===== src/rtl/sweep_pkg.sv =====
// Package: shared definitions for the frequency sweep controller.
// Assumes word and accumulator widths of at most 63 bits.
package sweep_pkg;

    typedef enum logic {
        MODE_ONCE = 1'b0,
        MODE_LOOP = 1'b1
    } sweep_mode_e;

    // Saturation ceiling: lower of one third of the accumulator modulus
    // and the largest value representable in the word.
    function automatic logic [63:0] word_limit(input int unsigned acc_w,
                                               input int unsigned word_w);
        logic [63:0] third;
        logic [63:0] wmax;
        third = (64'd1 << acc_w) / 64'd3;
        wmax  = (64'd1 << word_w) - 64'd1;
        return (third < wmax) ? third : wmax;
    endfunction

endpackage


===== src/rtl/sweep_tick_gen.sv =====
// Module: sweep_tick_gen
// Divides the system clock into a one-clock sweep tick every
// div_ratio+1 clocks while enabled. The count freezes when disabled and
// returns to zero on clear. Assumes div_ratio may change at any time;
// a ratio lowered below the current count fires on the next cycle.
module sweep_tick_gen #(
    parameter int DIV_W = 16
) (
    input  logic             clk,
    input  logic             rst_n,
    input  logic             clear,
    input  logic             enable,
    input  logic [DIV_W-1:0] div_ratio,
    output logic             tick
);

    logic [DIV_W-1:0] cnt_q;
    logic             at_end;

    // Terminal count detection
    assign at_end = (cnt_q >= div_ratio);
    assign tick   = enable && !clear && at_end;

    // Divider counter: clears, freezes or counts up and wraps
    always_ff @(posedge clk) begin
        if (!rst_n) begin
            cnt_q <= '0;
        end else if (clear) begin
            cnt_q <= '0;
        end else if (enable) begin
            if (at_end) cnt_q <= '0;
            else        cnt_q <= cnt_q + 1'b1;
        end
    end


    tick_needs_enable_chk: assert property (@(posedge clk) disable iff (!rst_n)
        !enable |-> !tick);


    tick_spacing_chk: assert property (@(posedge clk) disable iff (!rst_n)
        (tick && div_ratio != '0 && $stable(div_ratio)) |=> !tick);

endmodule


===== src/rtl/sweep_word_core.sv =====
// Module: sweep_word_core
// Holds the frequency word and the sweep state. A load copies the clamped
// start value; each tick adds the step with saturation at LIMIT and
// compares against the clamped stop value to end or restart the sweep.
// Assumes an upward sweep; a stop value at or below the start ends the
// sweep on the first tick.
module sweep_word_core #(
    parameter int                 WORD_W = 28,
    parameter logic [WORD_W-1:0]  LIMIT  = '1
) (
    input  logic              clk,
    input  logic              rst_n,
    input  logic              load,
    input  logic              tick,
    input  logic              loop_mode,
    input  logic [WORD_W-1:0] start_word,
    input  logic [WORD_W-1:0] stop_word,
    input  logic [WORD_W-1:0] step_word,
    output logic [WORD_W-1:0] freq_word,
    output logic              active,
    output logic              done
);
    import sweep_pkg::*;

    logic [WORD_W-1:0] start_c;
    logic [WORD_W-1:0] stop_c;
    logic [WORD_W:0]   sum_w;
    logic [WORD_W-1:0] next_w;
    logic              reached;
    sweep_mode_e       mode;

    // Clamp programmed bounds, form the saturated next word, detect the end
    always_comb begin
        start_c = (start_word > LIMIT) ? LIMIT : start_word;
        stop_c  = (stop_word  > LIMIT) ? LIMIT : stop_word;
        sum_w   = {1'b0, freq_word} + {1'b0, step_word};
        next_w  = (sum_w > {1'b0, LIMIT}) ? LIMIT : sum_w[WORD_W-1:0];
        reached = (next_w >= stop_c);
        mode    = sweep_mode_e'(loop_mode);
    end

    // Word register, sweep-active flag and completion pulse
    always_ff @(posedge clk) begin
        if (!rst_n) begin
            freq_word <= '0;
            active    <= 1'b0;
            done      <= 1'b0;
        end else begin
            done <= 1'b0;
            if (load) begin
                freq_word <= start_c;
                active    <= 1'b1;
            end else if (tick && active) begin
                if (!reached) begin
                    freq_word <= next_w;
                end else if (mode == MODE_LOOP) begin
                    freq_word <= start_c;
                end else begin
                    freq_word <= stop_c;
                    active    <= 1'b0;
                    done      <= 1'b1;
                end
            end
        end
    end


    word_ceiling_chk: assert property (@(posedge clk) disable iff (!rst_n)
        freq_word <= LIMIT);


    word_hold_chk: assert property (@(posedge clk) disable iff (!rst_n)
        (!load && !tick) |=> $stable(freq_word));


    load_value_chk: assert property (@(posedge clk) disable iff (!rst_n)
        load |=> (freq_word == $past(start_c)) && active);


    done_pulse_chk: assert property (@(posedge clk) disable iff (!rst_n)
        done |=> !done);


    done_idle_chk: assert property (@(posedge clk) disable iff (!rst_n)
        done |-> !active);

endmodule


===== src/rtl/freq_sweep_ctrl.sv =====
// Module: freq_sweep_ctrl (top)
// Linear frequency sweep controller. Drives the increment input of an
// external phase accumulator of ACC_W bits with a WORD_W-bit word that
// ramps from start_word to stop_word in steps of step_word, one step per
// rate_div+1 clocks. Never resets the accumulator, so phase stays
// continuous. Assumes synchronous active-low reset.
module freq_sweep_ctrl #(
    parameter int WORD_W = 28,
    parameter int ACC_W  = 32,
    parameter int DIV_W  = 16
) (
    input  logic              clk,
    input  logic              rst_n,
    input  logic              run_en,
    input  logic              start,
    input  logic              loop_mode,
    input  logic [DIV_W-1:0]  rate_div,
    input  logic [WORD_W-1:0] start_word,
    input  logic [WORD_W-1:0] stop_word,
    input  logic [WORD_W-1:0] step_word,
    output logic [WORD_W-1:0] freq_word,
    output logic              done
);

    localparam logic [63:0]       LIM64 = sweep_pkg::word_limit(ACC_W, WORD_W);
    localparam logic [WORD_W-1:0] LIMIT = LIM64[WORD_W-1:0];

    logic sweep_active;
    logic div_enable;
    logic sweep_tick;

    // Divider runs only while a sweep is armed and running
    assign div_enable = run_en && sweep_active;

    sweep_tick_gen #(
        .DIV_W (DIV_W)
    ) u_tick (
        .clk       (clk),
        .rst_n     (rst_n),
        .clear     (start),
        .enable    (div_enable),
        .div_ratio (rate_div),
        .tick      (sweep_tick)
    );

    sweep_word_core #(
        .WORD_W (WORD_W),
        .LIMIT  (LIMIT)
    ) u_core (
        .clk        (clk),
        .rst_n      (rst_n),
        .load       (start),
        .tick       (sweep_tick),
        .loop_mode  (loop_mode),
        .start_word (start_word),
        .stop_word  (stop_word),
        .step_word  (step_word),
        .freq_word  (freq_word),
        .active     (sweep_active),
        .done       (done)
    );

endmodule


===== config.mk =====
export PLATFORM = sky130hd
export DESIGN_NAME = freq_sweep_ctrl
export DESIGN_NICKNAME = d
export VERILOG_FILES = /design/src/rtl/sweep_pkg.sv /design/src/rtl/sweep_tick_gen.sv /design/src/rtl/sweep_word_core.sv /design/src/rtl/freq_sweep_ctrl.sv
export SDC_FILE = /design/constraint.sdc
export NUM_CORES = 1
export LEC_CHECK = 0
export ABC_AREA = 0
export ABC_CLOCK_PERIOD_IN_PS = 5400
export BUFFER_PORTS_ARGS = -buffer_cell sky130_fd_sc_hd__buf_4
export CORE_MARGIN = 2
export CORE_UTILIZATION = 55
export DETAILED_ROUTE_END_ITERATION = 8
export PLACE_DENSITY = 0.84
export REMOVE_ABC_BUFFERS = 1
export SLEW_MARGIN = 10
export SYNTH_ARGS = -nofsm -noshare
export SYNTH_HDL_FRONTEND = slang
export SYNTH_SLANG_ARGS = --single-unit
export TNS_END_PERCENT = 5

===== constraint.sdc =====
create_clock -name clk -period 5.4 [get_ports clk]
set_clock_uncertainty 0.05 [all_clocks]
set_input_delay 1.08 -clock clk [delete_from_list [all_inputs] [get_ports clk]]
set_output_delay 1.08 -clock clk [all_outputs]
set_load 0.02 [all_outputs]

==> results.toml, run 1 <==
[final_layout]
drive_gt1_frac = 0.2254
fin_nets = 1021
antennaDiodeCount = 0
area_growth_pct = 26.92

[synth]
syn_inst = 700
yosysSeqAreaShare = 0.1774
synth_top_area_share = 0.1774
netlist_top_cells_area = "dfxtp_1, ha_1, o21ai_0"
yosys.area.top_type = "dfxtp_1"
synth_enable_flop_cells = 0
ys_types = 65
postSynthAreaPerCell_sq_um = 7.416
synth_area_sq_um = 5191
ys.flop_type = "dfxtp_1"
ys_ff_latch = 46
synthArstFlopShare = 0
yosysWarnings = 0

[global_route]
grt.total_usage = 0.3271
grt_pass1_vias = 5695
overflow = 0
grt_max_degree = 42
grt_pass1_wl_microns = 26830
antenna_found_initial = 0

[power]
ir_worst_vdd_mv = 0.1254
power_mw = 1.282
powerDensity_nw_per_um2 = 194.5
p_leak_nw = 3.240

[clock_tree]
cts_setup_buffers = 0
clk_latency_ps = 320
numClockSinks = 46
hold_buffers = 0
cts_buffers = 5
cts_tree = "built"
cts_root_buf = "clkbuf_8"
cts_max_level = 2
cts.reportedPaths.clkPinSlew_ps = 100
clk_path_buf_depth = 2

[drt]
via_per_inst = 6.221
drc = 0
avgRoutedWirePerCell_microns = 17.93
ant_nets = 0
drt-total-wl_microns = 17100
vias = 5935
drtPass1Iterations = 5
drtIter0Drc = 331

[placed_design]
preCtsSetupSlack_ps = -195.9
gp_congestion = 0.9329
port_buffers = 133
hpwl_microns = 13760

[critical_path]
crit_fanout = 6
crit_arrival_ps = 5390
start_kind = "primary input"
critical_path_required_ps = 5610
crit_type = "primary input to register"
endpoint_kind = "register"

[die]
row_count = 35
fp.dieH_microns = 101.2
initial_core_util = 0.5645
pin_count = 134
chipWidth_microns = 101.2
core_area_sq_um = 9196
dieArea_sq_um = 10230

[sta]
timing.fmax_mhz = 193.1
finalWorstPathRequiredPeriod_ps = 5179
finalCritPeriodShare = 0.9591
slew_viol_final = 0
fin_ws_ps = 220.8
tightest_slew_ps = 955.0
setup_viol = 0
holdWs_ps = 482.1
finalHoldViolCount = 0
relSlewSlack = 0.3626
rsz0062_at_grt = "false"

[min_path]
min_path_type = "register to register"

[job]
maxCapViolations = 0

[status]
status = "completed"
[layout make-up]
class | count | area (sq um)
multi-input cells | 572 | 3980
fillers | 774 | 2608
repair buffers | 160 | 1217
flip-flops and latches | 46 | 920.9
inverters | 57 | 214.0
well taps | 111 | 138.9
clock buffers | 5 | 68.82
clock inverters | 3 | 48.80
[synth_stat cells (all sizes together), types with 3 or more instances]
cell type	number
a31oi	4
and2	6
o221ai	5
o211ai	12
or3	4
buf	11
o21ai	62
a22oi	16
a211oi	9
a211o	4
dfxtp	46
xnor2	10
nand3	25
clkbuf	14
nand2b	10
a21o	11
nor2	59
and3	4
o311ai	3
a221o	3
ha	73
nand2	72
nor2b	7
and4	4
a311oi	4
or2	3
mux2i	19
a31o	4
nand4	13
xor2	22
nor3	14
a21oi	50
inv	57
o21a	7
[report_power, final]
part           leakage, nW  total (mW)  switching, mW  internal (mW)
clock               0.0563       0.289          0.147          0.141
combinational         2.81       0.627          0.347          0.280
sequential           0.377       0.366         0.0135          0.353
[placed cells by master, fill, tap and decap left out, types with 3 or more instances in the layout]
| master | netlist | layout |
|---|---|---|
| dfxtp_1 | 46 | 46 |
| nor3_1 | 14 | 13 |
| nand3_1 | 24 | 24 |
| xnor2_1 | 10 | 10 |
| clkbuf_8 | 0 | 5 |
| o21ai_0 | 57 | 57 |
| o21a_1 | 7 | 7 |
| or2_2 | 3 | 3 |
| a221o_1 | 3 | 3 |
| o221ai_1 | 5 | 5 |
| nor2b_1 | 7 | 7 |
| o21ai_1 | 5 | 5 |
| a31o_2 | 4 | 4 |
| inv_1 | 57 | 57 |
| and3_1 | 4 | 4 |
| a311oi_1 | 4 | 4 |
| and2_1 | 6 | 6 |
| nand2_1 | 72 | 72 |
| a211o_1 | 4 | 4 |
| o311ai_0 | 3 | 3 |
| nor2_1 | 58 | 58 |
| and4_1 | 4 | 4 |
| a21o_1 | 11 | 11 |
| nand2b_1 | 10 | 10 |
| or3_1 | 4 | 4 |
| xor2_1 | 22 | 22 |
| a211oi_1 | 8 | 8 |
| ha_1 | 73 | 73 |
| a22oi_1 | 16 | 15 |
| buf_4 | 3 | 158 |
| nand4_1 | 13 | 13 |
| a21oi_2 | 4 | 6 |
| mux2i_1 | 19 | 19 |
| o211ai_1 | 12 | 12 |
| a21oi_1 | 46 | 44 |
[sequential cells by signal (all words and copies together) (netlist names)]
register / cells
u_core.freq_word: 28
u_core.done: 1
u_core.active: 1
u_tick.cnt_q: 16
[timing repair]
item	in CTS	in global routing
gates resized for setup	0	6
endpoints found under the hold margin	0	0
endpoints found under the setup margin	0	22
[layer usage]
metal  routed length [microns]  global-route usage
met3                      1552             0.04486
met5                         0                   0
met1                      7041              0.4181
met2                      8031              0.5650
met4                       478              0.1143
[critical path, stage by stage]
cell       delay [ps]
buf_4             110
ha_1              360
a21oi_2           140
o21ai_1           110
or3_1             340
o21a_1            240
o21a_1            240
or3_1             400
a21oi_2           190
inv_1              60
ha_1              310
nand4_1           160
nor3_2             80
a22oi_2           190
a31oi_2           140
a2111oi_4         420
nor3_1            150
buf_4             220
a211oi_1          270
o31a_1            180
[through the flow]
stage	util	instance area (sq um)	cells	setup TNS (ps)
finish	0.7165	6589	954	0
global route	0.7165	6589	954	0
CTS	0.7135	6561	954	0
detailed placement	0.7007	6444	946	-642.4
global placement	0.7007	6444	946	-73.43
floorplan	-	5079	675	-22330
[kinds of logic (layout without fill, tap and decap cells)]
group	after synthesis	count (layout)	share of synthesized area
AO/OA/AOI/OAI	218	218	0.2793
XOR/XNOR	32	32	0.05399
AND/OR/NAND/NOR	228	228	0.2070
adder cells (fa/ha/maj)	74	74	0.1798
multiplexers	20	20	0.03953
buffers and inverters	82	225	0.06291
flip-flops	46	46	0.1774
[final timing paths]
check	start	end	slack [ps]	depth (start not counted)
max	step_word[8]	u_core.freq_word[0]	220	20
min	u_tick.cnt_q[1]	u_tick.cnt_q[1]	480	2
max reg2reg	u_core.freq_word[8]	u_core.freq_word[0]	730	19
min reg2reg	u_tick.cnt_q[1]	u_tick.cnt_q[1]	480	2
Note: power is estimated with default switching activity, not from simulation.
==> run 2: changes to the inputs <==
--- a/config.mk
+++ b/config.mk
@@ -8,8 +8,8 @@
 export ABC_AREA = 0
-export ABC_CLOCK_PERIOD_IN_PS = 5400
+export ABC_CLOCK_PERIOD_IN_PS = 4300
 export BUFFER_PORTS_ARGS = -buffer_cell sky130_fd_sc_hd__buf_4
 export CORE_MARGIN = 2
-export CORE_UTILIZATION = 55
+export CORE_UTILIZATION = 50
 export DETAILED_ROUTE_END_ITERATION = 8
-export PLACE_DENSITY = 0.84
+export PLACE_DENSITY = 0.8
 export REMOVE_ABC_BUFFERS = 1
==> constraint.sdc (replaced) <==
create_clock -name clk -period 4.3 [get_ports clk]
set_clock_uncertainty 0.05 [all_clocks]
set_input_delay 0.645 -clock clk [delete_from_list [all_inputs] [get_ports clk]]
set_output_delay 0.645 -clock clk [all_outputs]
set_load 0.02 [all_outputs]
==> run 2 against run 1 <==
  * The flow now finishes with violations (negative setup slack)
  * Design area grew 18%
  * Critical path depth grew 3
  * Routed wire length grew 17%
  * Non-clock buffer count grew 103
  * Register-to-register slack lost 890 ps
  * Die area grew 9.6%
  * Global-route usage grew 0.65 points
  * Core utilization grew 4.9 points
  * Combinational power grew 63%
  * Setup slack lost 400 ps
  * Clock power grew 9.3%
  * Via count grew 10%
  * Largest power group unchanged
  * Highest routed layer unchanged
==> results.toml, run 2 (synthesized netlist as in run 1, its figures left out) <==
[status]
status = "complete, but fails checks"
violations = "negative setup slack"

[die]
chipWidth_microns = 105.9
core_area_sq_um = 10180
initial_core_util = 0.5097
fp.dieH_microns = 105.9
pin_count = 134
dieArea_sq_um = 11210
row_count = 37

[drt]
drtIter0Drc = 436
avgRoutedWirePerCell_microns = 18.57
via_per_inst = 6.033
drc = 0
ant_nets = 0
drtPass1Iterations = 5
vias = 6528
drt-total-wl_microns = 20090

[power]
power_frac_seq = 0.256
swShare = 0.4116
p_int_mw = 1.058
p_switching_mw = 0.7403
powerDensity_nw_per_um2 = 230.7
ir_worst_vdd_mv = 0.2183
power_mw = 1.798
p_leak_nw = 3.801
pwr-share-comb = 0.569
clkPwrFrac = 0.176

[critical_path]
crit_type = "primary input to register"
start_kind = "primary input"
crit_fanout = 7
endpoint_kind = "register"
crit_arrival_ps = 4670
critical_path_required_ps = 4490

[sta]
setup_viol = 29
finalCritPeriodShare = 1.042
holdWs_ps = 475.0
finalHoldViolCount = 0
setup_tns_ps = -2836
tightest_slew_ps = 956.5
slew_viol_final = 0
timing.fmax_mhz = 223.1
relSlewSlack = 0.3623
fin_ws_ps = -181.4
finalWorstPathRequiredPeriod_ps = 4481
rsz0062_at_grt = "true"

[clock_tree]
clk_path_buf_depth = 2
cts_tree = "built"
hold_buffers = 0
cts_root_buf = "clkbuf_8"
cts.reportedPaths.clkPinSlew_ps = 130
cts_max_level = 2
clk_latency_ps = 340
numClockSinks = 46
cts_buffers = 5

[final_layout]
fin_nets = 1124
antennaDiodeCount = 0
layout_commonest_cell = "buf_4"
regMostFlops = "u_core.freq_word"
area_growth_pct = 50.13
layout_common_cells = "buf_4, nand2_1, ha_1, nor2_1, inv_1"
top_regs = "u_core.freq_word (28), u_tick.cnt_q (16)"
largest_reg_flops = 28
fillers = 754
drive_gt1_frac = 0.3679
stdcell_area_sq_um = 7794

[placed_design]
port_buffers = 133
preCtsSetupSlack_ps = -781.3
place_area_sq_um = 7181
hpwl_microns = 14950
gp_congestion = 0.9199

[global_route]
antenna_found_initial = 0
overflow = 0
grt_pass1_vias = 6222
busiest_layer = "met2"
grt_max_degree = 42
grt_pass1_wl_microns = 29990
grt_util_met2 = 0.5880
use_met3 = 0.04231
met1_usage = 0.4213
grt.total_usage = 0.3336

[job]
maxCapViolations = 0

[min_path]
min_path_type = "primary input to register"
run 2: power groups by stage:
stage / clock, mW / sequential (mW) / combinational, mW
CTS: 0.314 / 0.458 / 0.927
global placement: 0 / 0.467 / 0.862
global route: 0.329 / 0.461 / 1.10
floorplan: 0 / 0.484 / 0.443
detailed placement: 0 / 0.467 / 0.884
finish: 0.316 / 0.460 / 1.02
run 2: metal layers:
layer	share of wire	wire length [microns]	vias to the layer above
met5	0	0	-
met3	0.074	1488	60
met1	0.40	8122	3075
met4	0.035	706	0
li1	-	-	3057
met2	0.49	9776	336
run 2: path summary, 6_finish.rpt:
check                                           from                   end  slack [ps]  cells past startpoint
worst max-delay path                    step_word[0]  u_core.freq_word[23]        -180                     23
worst min-delay path                  start_word[13]  u_core.freq_word[13]         470                      3
worst max register to register  u_core.freq_word[14]  u_core.freq_word[23]        -160                     18
worst min register to register       u_tick.cnt_q[1]       u_tick.cnt_q[1]         490                      2
run 2: repair_timing:
| action | in CTS | in global routing |
|---|---|---|
| pin swaps | 13 | 39 |
| endpoints found under the setup margin | 30 | 30 |
| buffers inserted | 3 | 6 |
| gates resized for setup | 27 | 64 |
| gates cloned | 0 | 1 |
run 2: final cells by class:
type / instances / area (sq um) / share of cell area
flip-flops and latches: 46 / 922.1 / 0.1183
clock buffers: 5 / 68.82 / 0.008830
well taps: 136 / 170.2 / 0.02183
repair buffers: 263 / 2038 / 0.2615
clock inverters: 3 / 25.02 / 0.003211
multi-input cells: 572 / 4355 / 0.5588
inverters: 57 / 214.0 / 0.02745
run 2: metrics by stage:
| step | cells | util |
|---|---|---|
| 2_1_floorplan | 675 | - |
| 5_1_grt | 1082 | 0.7652 |
| 3_3_place_gp | 1065 | 0.7050 |
| 3_5_place_dp | 1065 | 0.7050 |
| 6_report | 1082 | 0.7652 |
| 4_1_cts | 1076 | 0.7294 |
run 2: critical path, stage by stage:
cell       delay [ps]
buf_4             110
ha_2              180
inv_2              60
fa_2              200
nand2b_4          150
a21oi_4            70
buf_6             130
o211ai_1          250
nand3_2           200
a31oi_4           270
buf_6             130
clkbuf_16         140
nand2_1            80
ha_4              280
nand4_1           190
nor3_4            310
a22oi_2           140
a31oi_4           230
a2111oi_4          50
buf_4             170
or3_4             340
buf_6             140
o221ai_1          190
